--- src/rtl/dma_gate_pkg.sv ---
package dma_gate_pkg;
  localparam int unsigned CHANS  = 32;
  localparam int unsigned ADDR_W = 8;

  localparam logic [ADDR_W-1:0] OFS_BURST_SET = 8'h18;
  localparam logic [ADDR_W-1:0] OFS_BURST_CLR = 8'h1C;
  localparam logic [ADDR_W-1:0] OFS_MASK_SET  = 8'h20;
  localparam logic [ADDR_W-1:0] OFS_MASK_CLR  = 8'h24;
  localparam logic [ADDR_W-1:0] OFS_EN_SET    = 8'h28;
  localparam logic [ADDR_W-1:0] OFS_EN_CLR    = 8'h2C;
endpackage

--- src/rtl/w1sc_bank.sv ---
module w1sc_bank #(
  parameter int unsigned WIDTH = 32
) (
  input  logic             clk,
  input  logic             rst_n,
  input  logic [WIDTH-1:0] set_vec,
  input  logic [WIDTH-1:0] clr_vec,
  output logic [WIDTH-1:0] q
);
  logic [WIDTH-1:0] q_nxt;
  logic             upd_en;

  always_comb begin
    upd_en = |(set_vec | clr_vec);
    q_nxt  = (q | set_vec) & ~clr_vec;
  end

  always_ff @(posedge clk or negedge rst_n) begin
    if (!rst_n) begin
      q <= '0;
    end else if (upd_en) begin
      q <= q_nxt;
    end
  end


  clear_wins_chk: assert property (@(posedge clk) disable iff (!rst_n)
    (|clr_vec) |=> ((q & $past(clr_vec)) == '0));


  set_takes_chk: assert property (@(posedge clk) disable iff (!rst_n)
    (|(set_vec & ~clr_vec)) |=> ((q & $past(set_vec & ~clr_vec)) == $past(set_vec & ~clr_vec)));


  hold_chk: assert property (@(posedge clk) disable iff (!rst_n)
    !(|(set_vec | clr_vec)) |=> $stable(q));
endmodule

--- src/rtl/req_qualifier.sv ---
module req_qualifier #(
  parameter int unsigned CHANS = 32
) (
  input  logic             clk,
  input  logic             rst_n,
  input  logic [CHANS-1:0] mask,
  input  logic [CHANS-1:0] enable,
  input  logic [CHANS-1:0] burst_only,
  input  logic [CHANS-1:0] single_req,
  input  logic [CHANS-1:0] burst_req,
  input  logic [CHANS-1:0] sw_req,
  output logic [CHANS-1:0] req_o
);
  for (genvar n = 0; n < CHANS; n++) begin : g_chan
    logic periph_hit;
    always_comb begin
      periph_hit = burst_req[n] | (single_req[n] & ~burst_only[n]);
      req_o[n]   = enable[n] & (sw_req[n] | (~mask[n] & periph_hit));
    end
  end


  disabled_quiet_chk: assert property (@(posedge clk) disable iff (!rst_n)
    (req_o & ~enable) == '0);


  masked_periph_chk: assert property (@(posedge clk) disable iff (!rst_n)
    (req_o & mask & ~sw_req) == '0);


  sw_pass_chk: assert property (@(posedge clk) disable iff (!rst_n)
    ((enable & sw_req) & ~req_o) == '0);


  burst_only_chk: assert property (@(posedge clk) disable iff (!rst_n)
    (req_o & burst_only & ~burst_req & ~sw_req) == '0);
endmodule

--- src/rtl/dma_req_gate.sv ---
module dma_req_gate
  import dma_gate_pkg::*;
(
  input  logic              clk,
  input  logic              rst_n,
  input  logic              bus_sel,
  input  logic              bus_write,
  input  logic [ADDR_W-1:0] bus_addr,
  input  logic [CHANS-1:0]  bus_wdata,
  output logic [CHANS-1:0]  bus_rdata,
  input  logic [CHANS-1:0]  periph_single,
  input  logic [CHANS-1:0]  periph_burst,
  input  logic [CHANS-1:0]  sw_req,
  input  logic [CHANS-1:0]  en_clr_pulse,
  output logic [CHANS-1:0]  chan_req
);
  localparam int unsigned SYNC_STAGES = 2;

  logic [SYNC_STAGES-1:0] rst_pipe;
  logic                   rst_n_int;

  always_ff @(posedge clk or negedge rst_n) begin
    if (!rst_n) begin
      rst_pipe <= '0;
    end else begin
      rst_pipe <= {rst_pipe[SYNC_STAGES-2:0], 1'b1};
    end
  end
  assign rst_n_int = rst_pipe[SYNC_STAGES-1];

  logic [CHANS-1:0] mask_set, mask_clr, en_set, en_clr, ub_set, ub_clr;
  logic [CHANS-1:0] mask_q, en_q, ub_q;
  logic             wr_acc, rd_acc;

  always_comb begin
    wr_acc   = bus_sel & bus_write;
    rd_acc   = bus_sel & ~bus_write;
    mask_set = (wr_acc && bus_addr == OFS_MASK_SET)  ? bus_wdata : '0;
    mask_clr = (wr_acc && bus_addr == OFS_MASK_CLR)  ? bus_wdata : '0;
    en_set   = (wr_acc && bus_addr == OFS_EN_SET)    ? bus_wdata : '0;
    en_clr   = ((wr_acc && bus_addr == OFS_EN_CLR)   ? bus_wdata : '0) | en_clr_pulse;
    ub_set   = (wr_acc && bus_addr == OFS_BURST_SET) ? bus_wdata : '0;
    ub_clr   = (wr_acc && bus_addr == OFS_BURST_CLR) ? bus_wdata : '0;
  end

  w1sc_bank #(.WIDTH(CHANS)) u_mask (
    .clk(clk), .rst_n(rst_n_int), .set_vec(mask_set), .clr_vec(mask_clr), .q(mask_q)
  );
  w1sc_bank #(.WIDTH(CHANS)) u_enable (
    .clk(clk), .rst_n(rst_n_int), .set_vec(en_set), .clr_vec(en_clr), .q(en_q)
  );
  w1sc_bank #(.WIDTH(CHANS)) u_burst (
    .clk(clk), .rst_n(rst_n_int), .set_vec(ub_set), .clr_vec(ub_clr), .q(ub_q)
  );

  always_comb begin
    bus_rdata = '0;
    if (rd_acc) begin
      case (bus_addr)
        OFS_MASK_SET:  bus_rdata = mask_q;
        OFS_EN_SET:    bus_rdata = en_q;
        OFS_BURST_SET: bus_rdata = ub_q;
        default:       bus_rdata = '0;
      endcase
    end
  end

  req_qualifier #(.CHANS(CHANS)) u_qual (
    .clk(clk), .rst_n(rst_n_int),
    .mask(mask_q), .enable(en_q), .burst_only(ub_q),
    .single_req(periph_single), .burst_req(periph_burst), .sw_req(sw_req),
    .req_o(chan_req)
  );


  clear_read_zero_chk: assert property (@(posedge clk) disable iff (!rst_n_int)
    (rd_acc && (bus_addr == OFS_MASK_CLR || bus_addr == OFS_EN_CLR || bus_addr == OFS_BURST_CLR))
      |-> (bus_rdata == '0));


  reset_quiet_chk: assert property (@(posedge clk) disable iff (!rst_n_int)
    $rose(rst_n_int) |-> (chan_req == '0));
endmodule

--- config.mk ---
export PLATFORM = sky130hd
export DESIGN_NAME = dma_req_gate
export DESIGN_NICKNAME = d
export VERILOG_FILES = /design/src/rtl/dma_gate_pkg.sv /design/src/rtl/w1sc_bank.sv /design/src/rtl/req_qualifier.sv /design/src/rtl/dma_req_gate.sv
export SDC_FILE = /design/constraint.sdc
export NUM_CORES = 1
export LEC_CHECK = 0
export BUFFER_PORTS_ARGS = -buffer_cell sky130_fd_sc_hd__buf_2
export CAP_MARGIN = 20
export CORE_MARGIN = 2
export CORE_UTILIZATION = 35
export DETAILED_ROUTE_END_ITERATION = 12
export MAX_ROUTING_LAYER = met4
export PLACE_DENSITY = 0.65
export SYNTH_ARGS = -nofsm -noshare
export SYNTH_HDL_FRONTEND = slang
export SYNTH_SLANG_ARGS = --single-unit
--- constraint.sdc ---
create_clock -name clk -period 5.2 [get_ports clk]
set_clock_uncertainty 0.1 [all_clocks]
set_input_delay 0.78 -clock clk [delete_from_list [all_inputs] [get_ports clk]]
set_output_delay 0.78 -clock clk [all_outputs]
set_load 0.05 [all_outputs]
==> results of run 1 <==
critical path: cells and delay by family:
family | cells | cell delay (ns)
AOI/OAI and AO/OA | 1 | 0.23
buffers and inverters | 2 | 0.44
and+or+nand+nor | 3 | 1.75
placed cells by master, fill, tap and decap left out:
master,count
nand2_1,53
clkbuf_16,9
o22ai_1,1
conb_1,1
inv_1,64
clkinv_2,1
o21a_1,32
mux2i_1,52
a22o_1,32
nor3_2,3
buf_2,235
clkbuf_8,2
a22oi_1,32
dfrtp_4,1
or3b_2,1
nor2_1,65
clkbuf_1,3
dfrtp_1,97
nand3_1,1
buf_12,1
or2_2,1
nor4b_4,3
a21oi_1,88
buf_6,1
nand3_2,1
a211oi_1,32
or4b_2,1
and4_1,2
buf_4,9
bufinv_16,1
nor4_4,2
or4b_4,1
how the worst max path moves through the flow:
stage / start / end / slack [ns] / cells after the start
6_report: bus_addr[7] / bus_rdata[18] / 1.11 / 6
5_1_grt: bus_addr[7] / bus_rdata[11] / 0.92 / 6
4_1_cts: bus_addr[7] / bus_rdata[18] / 1.10 / 6
3_5_place_dp: bus_addr[7] / bus_rdata[18] / 1.11 / 6
3_3_place_gp: bus_addr[7] / bus_rdata[12] / 1.21 / 6
2_1_floorplan: bus_addr[7] / bus_rdata[10] / 1.62 / 5
Yosys cell counts (all sizes together):
| cell type | number | area share, % |
|---|---|---|
| a211oi | 32 | 4.4 |
| a21oi | 88 | 8.1 |
| a22o | 32 | 5.2 |
| a22oi | 32 | 4.4 |
| and4 | 2 | 0.32 |
| buf | 16 | 1.5 |
| clkbuf | 19 | 1.3 |
| conb | 1 | 0.069 |
| dfrtp | 98 | 45 |
| inv | 64 | 4.4 |
| mux2i | 52 | 9.6 |
| nand2 | 53 | 3.7 |
| nand3 | 2 | 0.18 |
| nor2 | 65 | 4.5 |
| nor3 | 3 | 0.28 |
| nor4 | 2 | 0.62 |
| nor4b | 3 | 0.83 |
| o21a | 32 | 4.4 |
| o22ai | 1 | 0.12 |
| or2 | 1 | 0.12 |
| or3b | 1 | 0.16 |
| or4b | 2 | 0.44 |
routing by layer:
| metal | up-vias | GRT usage (%) | part of all wire (%) |
|---|---|---|---|
| met2 | 154 | 34.0 | 49 |
| li1 | 2565 | - | - |
| met4 | 0 | 5.69 | 1.1 |
| met5 | - | - | 0 |
| met3 | 13 | 2.87 | 4.7 |
| met1 | 2506 | 26.4 | 46 |
power by group through the flow:
stage	combinational (W)	sequential [W]	clock, W
5_1_grt	0.000166	0.000797	0.000731
2_1_floorplan	0.0000466	0.000809	0
4_1_cts	0.000147	0.000795	0.000696
3_5_place_dp	0.000147	0.000809	0
6_report	0.000149	0.000794	0.000675
3_3_place_gp	0.000145	0.000809	0
through the flow:
step           setup WS, ns  hold WS (ns)  util (%)  std cells
2_1_floorplan          1.62         0.231         -        601
6_report               1.11         0.116      47.1       1016
4_1_cts                1.10         0.101      46.9       1014
3_3_place_gp           1.21         0.239      44.9        998
5_1_grt               0.924        0.0983      47.1       1016
3_5_place_dp           1.11         0.243      44.9        998
cell families (layout without fill, tap and decap cells):
logic type             after synthesis  in the layout  synth area share [%]
DFF                                 98             98                  45.3
muxes                               52             52                  9.61
buffers and inverters               99            326                  7.23
other                                1              1                0.0692
AOI/OAI and AO/OA                  217            217                  26.7
and+or+nand+nor                    134            134                  11.1
registers in the layout, summed over array words and instances, names as in the netlist:
name / count
u_burst.q: 32
u_mask.q: 32
u_enable.q: 32
rst_pipe: 2
layout make-up:
class | instances | area, µm² | share of cell area, %
inverter | 64 | 240 | 3.37
timing repair buffer | 246 | 1270 | 17.9
multi-input combinational | 404 | 2630 | 36.9
sequential | 98 | 2460 | 34.4
clock inverter | 2 | 35.0 | 0.491
clock buffer | 14 | 264 | 3.70
tap | 188 | 235 | 3.30
==> flow_summary.json, run 1 <==
{
  "tns_ns": 0,
  "switching_share_pct": 22.9,
  "cts_num_sinks": 98,
  "synth_fp_nets": 773,
  "cts_buffers": 9,
  "status": "completed",
  "cts-root-buf": "clkbuf_16",
  "num_vias": 5238,
  "grt_max_degree": 57,
  "grt-ovfl-total": 0,
  "antenna_cells": 0,
  "p_per_area_mw_per_mm2": 227,
  "gp_congestion": 0.748,
  "initial_core_util_pct": 35.8,
  "grt_pass1_wl_um": 26000,
  "num_io_pins": 236,
  "yosysWarnings": 0,
  "r2r_cells": 1,
  "worst_pin_slew_ns": 0.849,
  "r2r-start": "rst_pipe[1]",
  "power_frac_seq_pct": 49.1,
  "path_max_fanout": 32,
  "hold_buffers": 0,
  "syn-cell-area_mm2": 0.00542,
  "wl_per_cell_um": 16.1,
  "globalRouteTotalUtil_pct": 20.5,
  "p_int_w": 0.00125,
  "yosysSeqAreaShare_pct": 45.3,
  "post-dp-hpwl_um": 11100,
  "leakage_nw": 3.81,
  "rsz0062_at_grt": "no",
  "finalHoldViolCount": 0,
  "cts_tree": "done",
  "critPathLaunchType": "input port",
  "fin_nets": 995,
  "drc": 0,
  "vias_per_cell": 5.16,
  "dr.first_iter.drc_count": 283,
  "rr_endpoint": "u_mask.q[25]",
  "fin_crit_ns": 4.09,
  "vdd_ir_drop_max_uv": 154,
  "num_rows": 45,
  "core_mm2": 0.0151,
  "drive_above_1_share_pct": 33.0,
  "antenna_found_initial": 0,
  "cp.required_ns": 4.32,
  "io_buffers": 235,
  "timing.final.crit_share_pct": 78.7,
  "fmax_ghz": 0.244,
  "power_w": 0.00162,
  "synthToLayoutAreaGrowth_pct": 31.7,
  "clock_path_buffers": 2,
  "p_switching_w": 0.000371,
  "cts_resized": 0,
  "cp_slowest_cell": "or4b_2",
  "ys_ff_latch": 98,
  "worstSetupPathType": "input port to primary output",
  "min_path_type": "input port to asynchronous set/reset pin",
  "place_area_mm2": 0.00681,
  "synth_area_per_cell_um2": 9.02,
  "worst_setup_path_end_kind": "primary output",
  "crit_chain": "buf_2, or4b_2, o22ai_1, nand3_2, nor2_1, buf_2",
  "drv_cap": 0,
  "drtPass1Iterations": 4,
  "p_clk_share_pct": 41.7,
  "synth.distinct_cells": 24,
  "die-area_mm2": 0.0165,
  "syn-instance-count": 601,
  "combPwrFrac_pct": 9.2,
  "cts_max_level": 3,
  "r2r_slack_ns": 3.68,
  "relSlewSlack_pct": 43.4,
  "die_height_um": 128,
  "slew_viol_final": 0,
  "cpPeakStageDelay_ns": 0.74,
  "final_area_mm2": 0.00714,
  "arrival_ns": 3.21,
  "fillers": 1517,
  "die_x_um": 128,
  "path_common_cell": "buf_2",
  "clkTransAtPathRegs_ns": 0.06,
  "setup_viol": 0,
  "ant_nets": 0,
  "grt_pass1_vias": 5185,
  "cts_setup_buffers": 0,
  "clk_latency_ns": 0.33,
  "routed_wl_um": 16400
}
(Power assumes the default switching activity.)
==> inputs of run 2 (changes only) <==
==> constraint.sdc (replaced) <==
create_clock -name clk -period 4.3 [get_ports clk]
set_clock_uncertainty 0.1 [all_clocks]
set_input_delay 0.645 -clock clk [delete_from_list [all_inputs] [get_ports clk]]
set_output_delay 0.645 -clock clk [all_outputs]
set_load 0.05 [all_outputs]
==> run 2 against run 1 <==
Against the previous run:
- critical path depth is 1 higher
- final cell count rose by 0.20%
- sequential share of layout area increased by 0.15 points
- register-to-register slack got worse by 0.93 ns
- total power is 16% higher
- cell area shrank 0.44%
- combinational power grew 19%
- highest routed layer unchanged
- flip-flop and latch count unchanged
- clock-buffer cell count did not move
- via count barely moved
==> flow_summary.json, run 2 (synthesis gave the netlist of run 1 again) <==
{
  "power_frac_seq_pct": 51.1,
  "die_height_um": 128,
  "placed_cells": 1001,
  "cp_slowest_cell": "or4b_2",
  "num_rows": 45,
  "timing.final.crit_share_pct": 79.7,
  "core_mm2": 0.0151,
  "clkTransAtPathRegs_ns": 0.06,
  "drtPass1Iterations": 4,
  "io_buffers": 235,
  "finalHoldViolCount": 0,
  "grt-ovfl-total": 0,
  "grt_pass1_vias": 5187,
  "globalRouteTotalUtil_pct": 20.9,
  "slew_viol_final": 0,
  "p_switching_w": 0.000450,
  "drive_above_1_share_pct": 32.9,
  "cp.required_ns": 3.56,
  "setup_viol": 0,
  "dr.first_iter.drc_count": 261,
  "critPathLaunch": "bus_addr[7]",
  "stdcell_count": 1018,
  "p_int_w": 0.00143,
  "routed_wl_um": 16600,
  "vdd_ir_drop_max_uv": 157,
  "cts-root-buf": "clkbuf_16",
  "ant_nets": 0,
  "antenna_cells": 0,
  "clock_path_buffers": 2,
  "num_io_pins": 236,
  "fmax_ghz": 0.292,
  "arrival_ns": 2.68,
  "die-area_mm2": 0.0165,
  "fin_crit_ns": 3.43,
  "cts_buffers": 9,
  "final_cell_mix": "buf_2 (235), dfrtp_1 (97), a21oi_1 (88)",
  "cts_tree": "done",
  "cts_num_sinks": 98,
  "tns_ns": 0,
  "vias_per_cell": 5.15,
  "grt_max_degree": 56,
  "seq_area_mm2": 0.00246,
  "drv_cap": 0,
  "crit_chain": "buf_2, or4b_2, o22ai_1, nand3_2, buf_4, nor2_1, buf_2",
  "rr_endpoint": "u_mask.q[31]",
  "wl_per_cell_um": 16.3,
  "cpPeakStageDelay_ns": 0.75,
  "r2r_cells": 1,
  "path_max_fanout": 28,
  "multi_input_area_mm2": 0.00263,
  "drc": 0,
  "synthToLayoutAreaGrowth_pct": 31.1,
  "gp_congestion": 0.727,
  "combPwrFrac_pct": 9.4,
  "switching_share_pct": 23.9,
  "antenna_found_initial": 0,
  "fillers": 1509,
  "relSlewSlack_pct": 43.0,
  "leakage_nw": 3.79,
  "die_x_um": 128,
  "cts_resized": 0,
  "rsz0062_at_grt": "no",
  "worst_setup_path_end_kind": "primary output",
  "cts_max_level": 3,
  "crit_buf_inv": 3,
  "post-dp-hpwl_um": 11400,
  "crit_family": "simple AND/OR/NAND/NOR gates",
  "min_path_type": "flop to flop",
  "worst_pin_slew_ns": 0.850,
  "endpoint": "bus_rdata[0]",
  "critPathLaunchType": "input port",
  "initial_core_util_pct": 35.8,
  "final_common_cell": "buf_2",
  "worstSetupPathType": "input port to primary output",
  "r2r-start": "rst_pipe[1]",
  "grt_pass1_wl_um": 26400,
  "status": "completed",
  "p_per_area_mw_per_mm2": 265,
  "crit_cells": 7,
  "path_common_cell": "buf_2",
  "largestRegisters": "u_burst.q: 32 flops, u_enable.q: 32 flops, u_mask.q: 32 flops",
  "p_clk_share_pct": 39.5,
  "r2r_slack_ns": 2.75,
  "num_vias": 5243,
  "clk_latency_ns": 0.34,
  "fin_nets": 997
}
## run 2: cell type report
class,count,share of cell area (%)
repair buffers,248,18.0
inverters,64,3.38
multi-input cells,404,37.0
well taps,188,3.31
clock inverters,2,0.176
flip-flops and latches,98,34.6
clock buffers,14,3.58
## run 2: what timing repair did
item / in CTS / in global routing
hold buffers: 1 / 0
buffers inserted: 0 / 0
hold endpoints to repair: 2 / 0
## run 2: per-stage QoR
| step | setup slack, ns | power [W] | hold slack (ns) | cell area [µm²] | util (%) |
|---|---|---|---|---|---|
| finish | 0.872 | 0.00188 | 0.255 | 7100 | 46.9 |
| detailed placement | 0.866 | 0.00116 | 0.244 | 6830 | 45.1 |
| floorplan | 0.994 | 0.00103 | 0.231 | 5420 | - |
| global placement | 0.904 | 0.00116 | 0.237 | 6830 | 45.1 |
| CTS | 0.863 | 0.00191 | 0.259 | 7100 | 46.9 |
| global route | 0.739 | 0.00197 | 0.266 | 7100 | 46.9 |
## run 2: metal layers
metal,vias up,GRT usage [%],wire [µm],share of wire (%)
met5,-,-,0,0
met4,0,6.53,244,1.5
met3,15,2.91,883,5.3
met2,156,35.2,8160,49
met1,2507,26.0,7340,44
li1,2565,-,-,-
## run 2: power groups by stage
stage / sequential [W] / clock [W] / combinational [W]
finish: 0.000962 / 0.000744 / 0.000177
global route: 0.000966 / 0.000804 / 0.000198
CTS: 0.000963 / 0.000768 / 0.000179
detailed placement: 0.000981 / 0 / 0.000178
global placement: 0.000980 / 0 / 0.000175
floorplan: 0.000978 / 0 / 0.0000564
## run 2: worst min-delay path by stage
| stage | cells past startpoint | end | from | slack (ns) |
|---|---|---|---|---|
| finish | 0 | rst_pipe[1] | rst_pipe[0] | 0.25 |
| global route | 0 | rst_pipe[1] | rst_pipe[0] | 0.27 |
| CTS | 0 | rst_pipe[1] | rst_pipe[0] | 0.26 |
| detailed placement | 0 | rst_pipe[1] | rst_pipe[0] | 0.24 |
| global placement | 0 | rst_pipe[1] | rst_pipe[0] | 0.24 |
| floorplan | 0 | rst_pipe[1] | rst_pipe[0] | 0.23 |
==> inputs of run 3 (changes only) <==
--- a/config.mk
+++ b/config.mk
@@ -5,13 +5,14 @@
 export SDC_FILE = /design/constraint.sdc
 export NUM_CORES = 1
 export LEC_CHECK = 0
+export ABC_AREA = 1
 export BUFFER_PORTS_ARGS = -buffer_cell sky130_fd_sc_hd__buf_2
 export CAP_MARGIN = 20
 export CORE_MARGIN = 2
 export CORE_UTILIZATION = 35
 export DETAILED_ROUTE_END_ITERATION = 12
 export MAX_ROUTING_LAYER = met4
-export PLACE_DENSITY = 0.65
+export PLACE_DENSITY = 0.63
 export SYNTH_ARGS = -nofsm -noshare
 export SYNTH_HDL_FRONTEND = slang
 export SYNTH_SLANG_ARGS = --single-unit
==> constraint.sdc (replaced) <==
create_clock -name clk -period 3.6 [get_ports clk]
set_clock_uncertainty 0.1 [all_clocks]
set_input_delay 0.54 -clock clk [delete_from_list [all_inputs] [get_ports clk]]
set_output_delay 0.54 -clock clk [all_outputs]
set_load 0.05 [all_outputs]
==> run 3 against run 2 <==
Against the previous run:
- total power rose by 26%
- critical path depth rose by 3
- final cell count rose by 35%
- critical endpoint is now bus_rdata[17]
- utilization fell by 1.6 points
- sequential share of layout area fell by 3.4 points
- clock power rose by 33%
- cell area rose by 11%
- via count rose by 28%
==> flow_summary.json, run 3 <==
{
  "status": "completed",
  "critPathLaunch": "bus_addr[1]",
  "relSlewSlack_pct": 33.3,
  "worstSetupPathType": "input port to primary output",
  "synth_fp_nets": 1097,
  "arrival_ns": 2.25,
  "syn-cell-area_mm2": 0.00627,
  "clock_path_buffers": 2,
  "drc": 0,
  "p_per_area_mw_per_mm2": 302,
  "finalHoldViolCount": 0,
  "top_usage_layer": "met2",
  "yosysMostFrequentCell": "nor2_1",
  "synth_top_area_share_pct": 39.1,
  "setup_viol": 0,
  "die_height_um": 138,
  "cts_tree": "done",
  "num_vias": 6736,
  "fmax_ghz": 0.347,
  "use_met1_pct": 29.3,
  "cp.required_ns": 2.96,
  "synth_common_cells": "nor2_1 (197), inv_1 (138), nand3_1 (133)",
  "final_common_cell": "buf_2",
  "ant_nets": 0,
  "yosys-top-cells-area": "dfrtp_1 (39%), nor2_1 (12%), nand3_1 (11%)",
  "vias_per_cell": 4.91,
  "synth-edff-count": 0,
  "final_cell_mix": "buf_2 (235), nor2_1 (197), inv_1 (138)",
  "cts_max_level": 3,
  "cts_resized": 0,
  "rsz0062_at_grt": "no",
  "cpPeakStageDelay_ns": 0.31,
  "clk_latency_ns": 0.34,
  "worst_setup_path_end_kind": "primary output",
  "globalRouteTotalUtil_pct": 22.3,
  "synth.distinct_cells": 19,
  "io_buffers": 235,
  "met3_usage_pct": 2.91,
  "cts-root-buf": "clkbuf_16",
  "synth_area_per_cell_um2": 6.78,
  "grt_pass1_vias": 6288,
  "synthToLayoutAreaGrowth_pct": 25.7,
  "grt-ovfl-total": 0,
  "placed_cells": 1354,
  "slew_viol_final": 0,
  "path_max_fanout": 17,
  "ys_ff_latch": 98,
  "leakage_nw": 4.42,
  "fin_crit_ns": 2.89,
  "power_w": 0.00238,
  "syn-instance-count": 925,
  "wl_per_cell_um": 14.9,
  "num_io_pins": 236,
  "largestRegisters": "u_burst.q: 32 flops, u_enable.q: 32 flops, u_mask.q: 32 flops",
  "grt_max_degree": 57,
  "antenna_found_initial": 0,
  "yosysTopAreaCell": "dfrtp_1",
  "drv_cap": 0,
  "vdd_ir_drop_max_uv": 211,
  "dr.first_iter.drc_count": 406,
  "fin_nets": 1313,
  "synth_async_sr_flop_share_pct": 100,
  "tns_ns": 0,
  "post-dp-hpwl_um": 14400,
  "drtPass1Iterations": 5,
  "grt_pass1_wl_um": 31700,
  "die-area_mm2": 0.0190,
  "critPathLaunchType": "input port",
  "synth_ff_type": "dfrtp_1",
  "crit_chain": "buf_2, nor2_1, nand2_1, inv_2, nand2_2, nand3_2, nand2_2, buf_12, nor2_2, buf_2",
  "met2_usage_pct": 34.9,
  "cts_buffers": 9,
  "gp_congestion": 0.770,
  "worst_pin_slew_ns": 0.998,
  "cts_num_sinks": 98,
  "stdcell_count": 1371,
  "drive_above_1_share_pct": 27.0,
  "yosysWarnings": 0,
  "routed_wl_um": 20400,
  "r2r-start": "rst_pipe[1]",
  "clkTransAtPathRegs_ns": 0.06,
  "initial_core_util_pct": 36.0,
  "timing.final.crit_share_pct": 80.2,
  "fin_hold_ws_ns": 0.230,
  "core_mm2": 0.0174,
  "num_rows": 48,
  "cp_slowest_cell": "buf_12",
  "die_x_um": 138,
  "yosysSeqAreaShare_pct": 39.1,
  "min_path_type": "flop to asynchronous set/reset pin",
  "antenna_cells": 0
}
## run 3: cells by family (layout without fill, tap and decap cells)
kind of cell	Yosys count	count (layout)	share of synthesized area (%)
AND/OR/NAND/NOR	481	481	33.3
buffers and inverters	186	407	13.6
AO/OA/AOI/OAI	159	159	13.9
flip-flops	98	98	39.1
other	1	1	0.0598
## run 3: what timing repair did
| item | CTS | global route |
|---|---|---|
| setup buffers | 0 | 0 |
| hold buffers | 1 | 0 |
| hold endpoints to repair | 2 | 0 |
## run 3: layer usage
layer / part of all wire (%) / up-vias
met5: 0 / -
met4: 2.3 / 0
met3: 6.3 / 30
met2: 47 / 248
met1: 44 / 3114
li1: - / 3344
## run 3: report_power, final
part	leakage [nW]	switching (W)	internal [W]	total, W
logic	3.24	0.000147	0.000103	0.000251
clock network	0.147	0.000411	0.000577	0.000988
registers	1.04	0.0000216	0.00112	0.00114
total	4.42	0.000580	0.00180	0.00238
## run 3: final timing paths
check | to | slack [ns] | cells after the start
min | u_mask.q[28] | 0.23 | 0
max in group asynchronous | u_burst.q[11] | 2.45 | 1
min reg2reg | u_mask.q[28] | 0.23 | 0
max | bus_rdata[17] | 0.71 | 10
max reg2reg | u_burst.q[11] | 2.45 | 1
min in group clk | rst_pipe[1] | 0.26 | 0
## run 3: worst max-delay path: cells and delay by family
kind	cells	cell delay [ns]
buf+inv	4	0.85
simple gates	6	0.85
## run 3: area by class of cell
class | instances | area (µm²)
Fill cell | 1848 | 9530
Multi-Input combinational cell | 641 | 3010
Sequential cell | 98 | 2460
Timing Repair Buffer | 248 | 1300
Inverter | 143 | 537
Tap cell | 225 | 282
Clock buffer | 14 | 264
Clock inverter | 2 | 35.0
## run 3: through the flow
stage	worst slack, ns	cell area [µm²]	utilization [%]
5_1_grt	0.556	7880	45.3
2_1_floorplan	0.568	6270	-
4_1_cts	0.673	7880	45.3
3_3_place_gp	0.763	7570	43.5
6_report	0.715	7880	45.3
3_5_place_dp	0.676	7570	43.5
